### src/rtl/prbs31_pkg.sv
// Package prbs31_pkg
// Shared constants and the checker phase type for the PRBS-31 link tester.
// Assumes the sequence b[n] = b[n-31] ^ b[n-28].
package prbs31_pkg;
    localparam int SR_LEN = 31;   // generator length (x^31 term)
    localparam int TAP    = 28;   // feedback tap (x^28 term)

    typedef enum logic [1:0] {
        PH_SEED   = 2'd0,
        PH_VERIFY = 2'd1,
        PH_LOCK   = 2'd2
    } chk_phase_e;
endpackage

### src/rtl/prbs31_gen.sv
// Module prbs31_gen
// Transmit side. It produces DW sequence bits per clock while enabled and
// passes cell words through otherwise. The earliest bit goes out in bit DW-1.
// Assumes a synchronous active-low reset and an all-ones initial history.
module prbs31_gen
    import prbs31_pkg::*;
#(
    parameter int DW = 8
) (
    input  logic          clk,
    input  logic          rst_n,
    input  logic          en,
    input  logic [DW-1:0] cell_word,
    output logic [DW-1:0] tx_word
);
    logic [SR_LEN-1:0] sr_q, sr_n;
    logic [DW-1:0]     pat_n;

    // Unroll DW serial steps of the recurrence to form the next word.
    always_comb begin
        logic nb;
        sr_n  = sr_q;
        pat_n = '0;
        for (int i = DW - 1; i >= 0; i--) begin
            nb       = sr_n[SR_LEN-1] ^ sr_n[TAP-1];
            pat_n[i] = nb;
            sr_n     = {sr_n[SR_LEN-2:0], nb};
        end
    end

    // Advance the history and register the outbound word.
    always_ff @(posedge clk) begin
        if (!rst_n) begin
            sr_q    <= '1;
            tx_word <= '0;
        end else if (en) begin
            sr_q    <= sr_n;
            tx_word <= pat_n;
        end else begin
            tx_word <= cell_word;
        end
    end


    sr_nonzero_chk: assert property (@(posedge clk) disable iff (!rst_n)
        sr_q != '0);

    hold_when_off_chk: assert property (@(posedge clk) disable iff (!rst_n)
        !en |=> $stable(sr_q));
endmodule

### src/rtl/prbs31_chk.sv
// Module prbs31_chk
// Receive side. It seeds from SR_LEN received bits and proves the seed on
// RUN_LEN clean bits. Once locked it predicts each bit locally and reports
// the mismatches per word. More than ERR_LIM errors in any WIN_LEN locked
// bits drops lock. Assumes the earliest bit is in bit DW-1.
module prbs31_chk
    import prbs31_pkg::*;
#(
    parameter int DW      = 8,
    parameter int RUN_LEN = 64,
    parameter int WIN_LEN = 64,
    parameter int ERR_LIM = 16
) (
    input  logic                       clk,
    input  logic                       rst_n,
    input  logic                       en,
    input  logic [DW-1:0]              rx_word,
    output logic                       locked,
    output logic [$clog2(DW+1)-1:0]    err_bits
);
    localparam int RMAX = (RUN_LEN > SR_LEN) ? RUN_LEN : SR_LEN;
    localparam int RW   = $clog2(RMAX + 1);
    localparam int WW   = $clog2(WIN_LEN + 1);
    localparam int EW   = $clog2(DW + 1);

    chk_phase_e        ph_q, ph_n;
    logic [SR_LEN-1:0] hist_q, hist_n;
    logic [RW-1:0]     run_q, run_n;
    logic [WIN_LEN-1:0] ewin_q, ewin_n;
    logic [WW-1:0]     wcnt_q, wcnt_n;
    logic [EW-1:0]     errs_n;

    // Walk the word bit by bit through seed, prove and locked counting.
    always_comb begin
        logic pred, bv, e;
        ph_n   = ph_q;
        hist_n = hist_q;
        run_n  = run_q;
        ewin_n = ewin_q;
        wcnt_n = wcnt_q;
        errs_n = '0;
        for (int i = DW - 1; i >= 0; i--) begin
            pred = hist_n[SR_LEN-1] ^ hist_n[TAP-1];
            bv   = rx_word[i];
            e    = bv ^ pred;
            case (ph_n)
                PH_SEED: begin
                    hist_n = {hist_n[SR_LEN-2:0], bv};
                    if (run_n == RW'(SR_LEN - 1)) begin
                        ph_n  = PH_VERIFY;
                        run_n = '0;
                    end else begin
                        run_n = run_n + 1'b1;
                    end
                end
                PH_VERIFY: begin
                    if (e) begin
                        ph_n  = PH_SEED;
                        run_n = '0;
                    end else begin
                        hist_n = {hist_n[SR_LEN-2:0], pred};
                        if (run_n == RW'(RUN_LEN - 1)) begin
                            ph_n   = PH_LOCK;
                            run_n  = '0;
                            ewin_n = '0;
                            wcnt_n = '0;
                        end else begin
                            run_n = run_n + 1'b1;
                        end
                    end
                end
                PH_LOCK: begin
                    errs_n = errs_n + EW'(e);
                    hist_n = {hist_n[SR_LEN-2:0], pred};
                    wcnt_n = wcnt_n + WW'(e) - WW'(ewin_n[WIN_LEN-1]);
                    ewin_n = {ewin_n[WIN_LEN-2:0], e};
                    if (wcnt_n > WW'(ERR_LIM)) begin
                        ph_n  = PH_SEED;
                        run_n = '0;
                    end
                end
                default: begin
                    ph_n  = PH_SEED;
                    run_n = '0;
                end
            endcase
        end
    end

    // Hold checker state. Reset or a disabled count returns it to seeding.
    always_ff @(posedge clk) begin
        if (!rst_n || !en) begin
            ph_q   <= PH_SEED;
            hist_q <= '0;
            run_q  <= '0;
            ewin_q <= '0;
            wcnt_q <= '0;
        end else begin
            ph_q   <= ph_n;
            hist_q <= hist_n;
            run_q  <= run_n;
            ewin_q <= ewin_n;
            wcnt_q <= wcnt_n;
        end
    end

    assign locked   = (ph_q == PH_LOCK);
    assign err_bits = en ? errs_n : '0;


    idle_unlock_chk: assert property (@(posedge clk) disable iff (!rst_n)
        !en |=> !locked);

    lock_entry_chk: assert property (@(posedge clk) disable iff (!rst_n)
        $rose(locked) |-> $past(ph_q) == PH_VERIFY);

    win_bound_chk: assert property (@(posedge clk) disable iff (!rst_n)
        locked |-> wcnt_q <= WW'(ERR_LIM));

    err_gate_chk: assert property (@(posedge clk) disable iff (!rst_n)
        (err_bits != '0) |-> en);
endmodule

### src/rtl/prbs31_err_counter.sv
// Module prbs31_err_counter
// Saturating error counter that clears on read. On a read edge it is
// reloaded with that edge's increment, so no error is lost across a read.
module prbs31_err_counter #(
    parameter int CNT_W = 24,
    parameter int INC_W = 4
) (
    input  logic             clk,
    input  logic             rst_n,
    input  logic             clr,
    input  logic [INC_W-1:0] inc,
    output logic [CNT_W-1:0] count
);
    logic [CNT_W:0] sum;

    // Form the widened sum used for saturation.
    always_comb sum = {1'b0, count} + (CNT_W + 1)'(inc);

    // Accumulate, reload on read, stop at full scale.
    always_ff @(posedge clk) begin
        if (!rst_n)
            count <= '0;
        else if (clr)
            count <= CNT_W'(inc);
        else if (sum[CNT_W])
            count <= '1;
        else
            count <= sum[CNT_W-1:0];
    end


    no_drop_chk: assert property (@(posedge clk) disable iff (!rst_n)
        !clr |=> count >= $past(count));

    clr_bound_chk: assert property (@(posedge clk) disable iff (!rst_n)
        clr |=> count <= CNT_W'((1 << INC_W) - 1));
endmodule

### src/rtl/prbs31_link_tester.sv
// Module prbs31_link_tester
// Top level. It joins the transmit pattern generator, the receive checker
// and the read-cleared error counter. It also gates the cell assembler and
// the transmit queue while the test pattern is on.
module prbs31_link_tester #(
    parameter int DW      = 8,
    parameter int CNT_W   = 24,
    parameter int RUN_LEN = 64,
    parameter int WIN_LEN = 64,
    parameter int ERR_LIM = 16
) (
    input  logic             clk,
    input  logic             rst_n,
    input  logic             tx_prbs_en,
    input  logic [DW-1:0]    cell_word,
    input  logic             cell_rd_req,
    output logic [DW-1:0]    tx_word,
    output logic             asm_pause,
    output logic             q_rd_en,
    input  logic             rx_cnt_en,
    input  logic [DW-1:0]    rx_word,
    input  logic             cnt_rd,
    output logic             rx_locked,
    output logic [CNT_W-1:0] err_count,
    output logic             cnt_valid
);
    localparam int EW = $clog2(DW + 1);

    logic [EW-1:0] err_bits;

    prbs31_gen #(.DW(DW)) u_gen (
        .clk       (clk),
        .rst_n     (rst_n),
        .en        (tx_prbs_en),
        .cell_word (cell_word),
        .tx_word   (tx_word)
    );

    prbs31_chk #(
        .DW(DW), .RUN_LEN(RUN_LEN), .WIN_LEN(WIN_LEN), .ERR_LIM(ERR_LIM)
    ) u_chk (
        .clk      (clk),
        .rst_n    (rst_n),
        .en       (rx_cnt_en),
        .rx_word  (rx_word),
        .locked   (rx_locked),
        .err_bits (err_bits)
    );

    prbs31_err_counter #(.CNT_W(CNT_W), .INC_W(EW)) u_cnt (
        .clk   (clk),
        .rst_n (rst_n),
        .clr   (cnt_rd),
        .inc   (err_bits),
        .count (err_count)
    );

    // Cell path gating and count validity.
    always_comb begin
        asm_pause = tx_prbs_en;
        q_rd_en   = cell_rd_req & ~tx_prbs_en;
        cnt_valid = tx_prbs_en & rx_cnt_en;
    end
endmodule

### config.mk
export PLATFORM = sky130hd
export DESIGN_NAME = prbs31_link_tester
export DESIGN_NICKNAME = d
export VERILOG_FILES = /design/src/rtl/prbs31_pkg.sv /design/src/rtl/prbs31_gen.sv /design/src/rtl/prbs31_chk.sv /design/src/rtl/prbs31_err_counter.sv /design/src/rtl/prbs31_link_tester.sv
export SDC_FILE = /design/constraint.sdc
export NUM_CORES = 1
export LEC_CHECK = 0
export ABC_AREA = 0
export BUFFER_PORTS_ARGS = -buffer_cell sky130_fd_sc_hd__buf_2
export CAP_MARGIN = 20
export CORE_UTILIZATION = 59
export DETAILED_ROUTE_END_ITERATION = 7
export PLACE_DENSITY = 0.76
export SLEW_MARGIN = 30
export SYNTH_ARGS = -nofsm -noshare
export SYNTH_HDL_FRONTEND = slang
export SYNTH_SLANG_ARGS = --single-unit
### constraint.sdc
create_clock -name clk -period 73 [get_ports clk]
set_input_delay 14.6 -clock clk [delete_from_list [all_inputs] [get_ports clk]]
set_output_delay 14.6 -clock clk [all_outputs]
set_load 0.1 [all_outputs]
=== Word level (Yosys, flattened, before mapping) ===
Cells that the tools add are included.

* Output and inout bits: 36
* Input port bits: 22
* Logic and storage cells: 277
* Register bits after elaboration: 174

* Multiplexer cells: 156
* $lt $le $gt $ge: 8
* Reductions and logical operators: 12
* Equal/unequal tests: 32
* Bitwise operators: 28
* $add $sub $neg: 32

{| class="wikitable"
|+ Operator list
! operator !! count
|-
| 64-bit 2-to-1 mux || 16
|-
| 64-bit one-hot mux with 2 select lines || 8
|-
| 31-bit one-hot mux with 3 select lines || 8
|-
| 7-bit 2-to-1 mux || 48
|-
| 31-bit 2-to-1 mux || 8
|-
| 7-bit one-hot mux with 3 select lines || 8
|-
| 7-bit one-hot mux with 2 select lines || 8
|-
| 2-bit 2-to-1 mux || 32
|-
| 7-bit by 1-bit adder with 7-bit output || 8
|-
| 7-bit by 1-bit adder with 7-bit output (second input constant) || 8
|-
| 7-bit by 5-bit equality test with 1-bit output (second input constant) || 8
|-
| 7-bit by 6-bit equality test with 1-bit output (second input constant) || 8
|-
| 7-bit by 5-bit > comparator with 1-bit output (second input constant) || 8
|-
| 7-bit by 1-bit subtractor with 7-bit output || 8
|-
| 2-bit one-hot mux with 3 select lines || 8
|-
| 4-bit 2-to-1 mux || 9
|-
| 24-bit by 4-bit adder with 25-bit output || 1
|-
| 4-bit by 1-bit adder with 4-bit output || 6
|-
| 24-bit 2-to-1 mux || 1
|-
| 1-bit XOR || 24
|-
| 2-bit by 1-bit equality test with 1-bit output (second input constant) || 8
|-
| 2-bit equality test (second input constant) || 8
|-
| 2-bit zero test || 8
|-
| 8-bit 2-to-1 mux || 1
|-
| 7 further kinds || 10
|}

=== Logic depth before layout (Yosys ltp) ===
* Depth in word-level cells: 40
* Mapped depth: 105
* Mapped depth without buffers: 101

=== Modules after synthesis ===
Synthesis repeated with hierarchy kept, for this count alone.

* Cells, all modules: 2,773
* Area, all modules: 21,181.6 sq um

{| class="wikitable"
|+ By module, submodules not included
! module !! instances !! sequential area each (sq um) !! area each (sq um) !! cells an instance
|-
| prbs31_chk || 1 || 2,222.1 || 18,432.7 || 2,492
|-
| prbs31_gen || 1 || 780.7 || 1,423.9 || 136
|-
| prbs31_err_counter || 1 || 480.5 || 1,301.2 || 142
|-
| prbs31_link_tester || 1 || 0.0 || 23.8 || 3
|}

=== Worst setup path before layout ===
Ideal clock, no wire load.

* Path type: input port to flip-flop
* Start point: in rx_word[7]
* End point: reg u_cnt.count[10]
* Slack: 39.236 ns
* Arrival time: 33.632 ns
* Stages: 102
* Library setup time: 0.133 ns
* Path through: buf_2 -> xnor3_2 -> inv_1 -> ha_1 -> fa_1 -> a21o_1 -> a21oi_1 -> xor2_1 -> o2bb2ai_1 -> nand3_1 -> a21oi_1 -> o21ai_0 -> ha_1 -> and2_1 -> o221a_2 -> a311oi_1 -> and3_1 -> buf_2 -> [... 66 more ...] -> nand2b_1 -> nand2_1 -> a21oi_1 -> ha_1 -> mux2_2 -> nand2_1 -> inv_1 -> ha_1 -> fa_1 -> a21o_1 -> a21oi_1 -> nor2_1 -> inv_1 -> nor3_1 -> and2_1 -> nand2_1 -> clkbuf_1 -> a21oi_1

* Longest elaborated chain between the ends: 38
* Elaborated cells between the ends (all ways): 199
* Those cells by class: add/sub: 27; order compare: 7; eq/ne: 25; mux: 119; bitwise: 15; reduce/logical: 6

{| class="wikitable"
|+ Ends and longest elaborated chain
! item !! RTL line !! text
|-
| start: declaration || prbs31_link_tester.sv:21 || <nowiki>input logic [DW-1:0] rx_word,</nowiki>
|-
| 1-bit XOR * || prbs31_chk.sv:45 || <nowiki>e = bv ^ pred;</nowiki>
|-
| branches (longest 33 deep; another with 7-bit by 1-bit adder with 7-bit output) || n/a ||
|-
| 4-bit 2-to-1 mux * || prbs31_chk.sv:46 || <nowiki>case (ph_n)</nowiki>
|-
| 4-bit 2-to-1 mux * || prbs31_chk.sv:108 || <nowiki>assign err_bits = en ? errs_n : '0;</nowiki>
|-
| 24-bit by 4-bit adder with 25-bit output * || prbs31_err_counter.sv:17 || <nowiki>always_comb sum = {1'b0, count} + (CNT_W + 1)'(inc);</nowiki>
|-
| 24-bit 2-to-1 mux * || prbs31_err_counter.sv:25 || <nowiki>else if (sum[CNT_W])</nowiki>
|-
| end signal: assignment || prbs31_err_counter.sv:24 || <nowiki>count <= CNT_W'(inc);</nowiki>
|-
| end signal: assignment || prbs31_err_counter.sv:28 || <nowiki>count <= sum[CNT_W-1:0];</nowiki>
|-
| end: declaration || prbs31_err_counter.sv:12 || <nowiki>output logic [CNT_W-1:0] count</nowiki>
|}

Mark *: on every way between the ends.
A chain may end at the register's enable or synchronous reset.

=== Final worst setup path ===
* Start point: in rx_word[7]
* End point: reg u_cnt.count[23]

The elaborated chain is that of the path after synthesis.

==> reports/qor.txt <==
==============================================================================
Total Routing Usage GR                                                   0.350
Most common cell in the synthesized netlist                       sky130_fd_sc_hd__a22oi_1
Share of Yosys cell area claimed by the top area cell type               0.161
Busiest layer in global routing                                           met2
Vias per cell                                                             7.38
Post CTS Setup Buffer Count                                                  0
HPWL reported at the end of detailed placement                        49500 um
Critical path class                                               primary input to flip-flop
DRT Wirelength                                                        67700 um
Avg Synthesized Cell Area                                            7.53 um^2
Main area contributors after synthesis                            sky130_fd_sc_hd__dfxtp_1, sky130_fd_sc_hd__a22oi_1, sky130_fd_sc_hd__o22a_1
Worst path most repeated cell                                     sky130_fd_sc_hd__inv_1
CTS root buf                                                      sky130_fd_sc_hd__clkbuf_16
Synth async-reset ratio                                                      0
Number of enable-type register cells in the synthesized netlist              0
Layout cells sized above 1                                              0.0905
Clock tree from TritonCTS                                                built
Met3 Track Usage GR                                                     0.0502
Worst hold path class                                             flip-flop to flip-flop
Period utilization                                                       0.528
Antenna violations before repair                                             1
Slowest library cell on the worst path                            sky130_fd_sc_hd__mux2i_1
Clock latency on the worst-skew pair                                   0.47 ns
Routed vias                                                              23.8k
Outcome                                                           complete, no violations
Cell area after synthesis                                           21600 um^2
Total Die Area                                                      37400 um^2
Launch point of the worst hold path                               u_gen.sr_q[19]
Leakage power total                                                 0.00778 uW
Detailed-route wire length per cell                                    21.0 um
Layout Nets                                                               2903
Maximum single-stage delay on the critical path                        0.75 ns
Chip height                                                             193 um
Cell variety after synth                                                   118
CTS buffer count                                                            17
Power share of the sequential group                                      0.177
Number of register bits inferred by synthesis                              174
Hold-fix buffer count after cts                                              0
RSZ-0062 raised after global routing                                        no
Die outline width                                                       193 um
Post-synth net total                                                      3021
Final setup TNS                                                           0 ns
Fin Hold WS                                                           0.477 ns
CP Max Fanout                                                               35
Final ANT Viol Nets                                                          0
IO Port Bufs                                                                57
Number of warnings printed during yosys synthesis                            0
Met1 capacity usage during global routing                                0.443
Grt met2 use                                                             0.591
Worst path arrival time                                               38.87 ns
Clock Pin Slew Worst Setup and Hold Paths                              0.08 ns
Number of remaining DRC errors                                               0
Placeable Area                                                      35700 um^2
Final Hold Vio Count                                                         0
Combinational share of power                                             0.655
Fin util                                                                 0.630
Most frequent cells after synthesis                               sky130_fd_sc_hd__a22oi_1, sky130_fd_sc_hd__o22ai_1, sky130_fd_sc_hd__o22a_1
Critical Path Start                                                 rx_word[7]
Area growth, synth to finish                                             4.32%
Share of power burned in the clock network                               0.168
Maximum clock path buffer count                                              2
Internal power of the cells                                             273 uW
First-pass detailed-route iteration total                                    7
Final-report max-slew violation count                                        0
Vias in the first global route                                           22.1k
Cell taking the most area after synthesis                         sky130_fd_sc_hd__dfxtp_1
H-tree levels                                                                4
GP Congestion                                                             1.02
Primary flip-flop cell chosen by synthesis mapping                sky130_fd_sc_hd__dfxtp_1
Overall overflow remaining after global route                                0
Clock tree skew after final layout                                   0.0217 ns
Violation count after the first detailed-routing iteration                2646
Min cycle time layout                                                 38.54 ns
Pin count of the biggest net entering global routing                        74
Kind of end point of the critical path                               flip-flop
First-pass GRT wire length                                           111000 um
Clock sinks                                                                174
Num rows                                                                    69
Number of fillers in the final layout                                     3324
P per Cell Area                                                   26.2 nW/um^2
Worst-case vdd ir drop                                             0.0000259 V
Worst Path Required                                                   73.33 ns
Final setup violating endpoints                                              0
Post-CTS resize count                                                        0
Net switching component of the power                                    316 uW
Maxcap violations                                                            0
Register area share after synthesis                                      0.161
CP Launch Type                                                    primary input
Remaining max-slew budget at the tightest pin                            0.337
Worst Tran Pin Value                                                  0.995 ns
Launch instance of the worst register-to-register path            u_chk.hist_q[27]
Initial Utilization                                                      0.604
F_max                                                                 25.9 MHz
Cells after synthesis                                                     2868
I/O pin total                                                               58
Switching fraction of total power                                        0.536
==============================================================================
==> cells by family after synthesis <==
kind of cell	Yosys count	share of synthesized area
buffers and inverters	392	0.0729
DFF	174	0.161
adders and majority gates	133	0.0800
muxes	45	0.0219
xor gates and xnor gates	97	0.0422
AOI/OAI and AO/OA	1408	0.480
and+or+nand+nor	619	0.141
==> path summary, 6_finish.rpt <==
| check | end | slack (ns) | cells past startpoint |
|---|---|---|---|
| setup / recovery | u_cnt.count[23] | 34.46 | 100 |
| hold / removal | u_gen.sr_q[19] | 0.48 | 2 |
| setup reg to reg | u_cnt.count[23] | 47.98 | 99 |
| hold reg to reg | u_gen.sr_q[19] | 0.48 | 2 |
==> placed cells by master (no fill, tap or decap), types with 25 or more instances in the layout <==
cell type / count
sky130_fd_sc_hd__a21oi_1: 157
sky130_fd_sc_hd__mux2i_1: 30
sky130_fd_sc_hd__o22a_1: 224
sky130_fd_sc_hd__ha_1: 122
sky130_fd_sc_hd__buf_4: 28
sky130_fd_sc_hd__nand2_1: 153
sky130_fd_sc_hd__and2_1: 28
sky130_fd_sc_hd__inv_1: 165
sky130_fd_sc_hd__and3_1: 25
sky130_fd_sc_hd__dfxtp_1: 174
sky130_fd_sc_hd__a31oi_1: 29
sky130_fd_sc_hd__xnor2_1: 63
sky130_fd_sc_hd__nor3_1: 45
sky130_fd_sc_hd__o21ai_0: 109
sky130_fd_sc_hd__buf_2: 57
sky130_fd_sc_hd__xor2_1: 30
sky130_fd_sc_hd__o22ai_1: 259
sky130_fd_sc_hd__nor2_1: 179
sky130_fd_sc_hd__nand3_1: 45
sky130_fd_sc_hd__a21o_1: 36
sky130_fd_sc_hd__a22oi_1: 285
==> per-layer routing <==
metal,up-vias,wire length (um)
met5,-,0
met1,11400,28200
met4,0,2760
met2,1155,31800
li1,11100,-
met3,200,4960
==> critical path, delay by kind of cell <==
kind	cells	cell delay, ns
AO/OA/AOI/OAI	36	7.62
XOR/XNOR	5	2.31
adder cells (fa/ha/maj)	17	6.01
buffers and inverters	18	2.38
multiplexers	3	1.36
AND/OR/NAND/NOR	21	4.54
==> power groups by stage <==
stage                     registers [uW]  logic, uW  clock network, uW
after global placement               106        366                  0
after global routing                 105        414                103
final                                104        386               98.8
after detailed placement             106        371                  0
after floorplan                      107        279                  0
after CTS                            104        372               99.7
==> metrics by stage <==
stage | instance area [um^2] | std cells | total power (uW) | setup slack (ns)
floorplan | 21600 | 2868 | 386 | 39.24
global placement | 21800 | 3192 | 472 | 35.22
detailed placement | 21900 | 3192 | 477 | 34.26
CTS | 22500 | 3224 | 576 | 34.66
global route | 22500 | 3225 | 622 | 32.63
finish | 22500 | 3225 | 589 | 34.46
==> sequential cells by signal, summed over array words and instances, names as in the netlist <==
signal / count
u_chk.hist_q: 31
u_gen.sr_q: 31
u_chk.run_q: 7
u_gen.tx_word: 8
u_chk.ewin_q: 64
u_chk.wcnt_q: 7
u_chk.ph_q: 2
u_cnt.count: 24
==> cell type report <==
cell class	instances	area [um^2]	area share
flip-flops and latches	174	3480	0.155
inverters	170	643	0.0286
multi-input cells	2302	16700	0.741
clock inverters	15	210	0.00933
repair buffers	85	495	0.0220
clock buffers	17	425	0.0189
well taps	461	577	0.0256
diodes	1	2.50	0.000111
No activity file was read; power rests on OpenSTA's default activity.
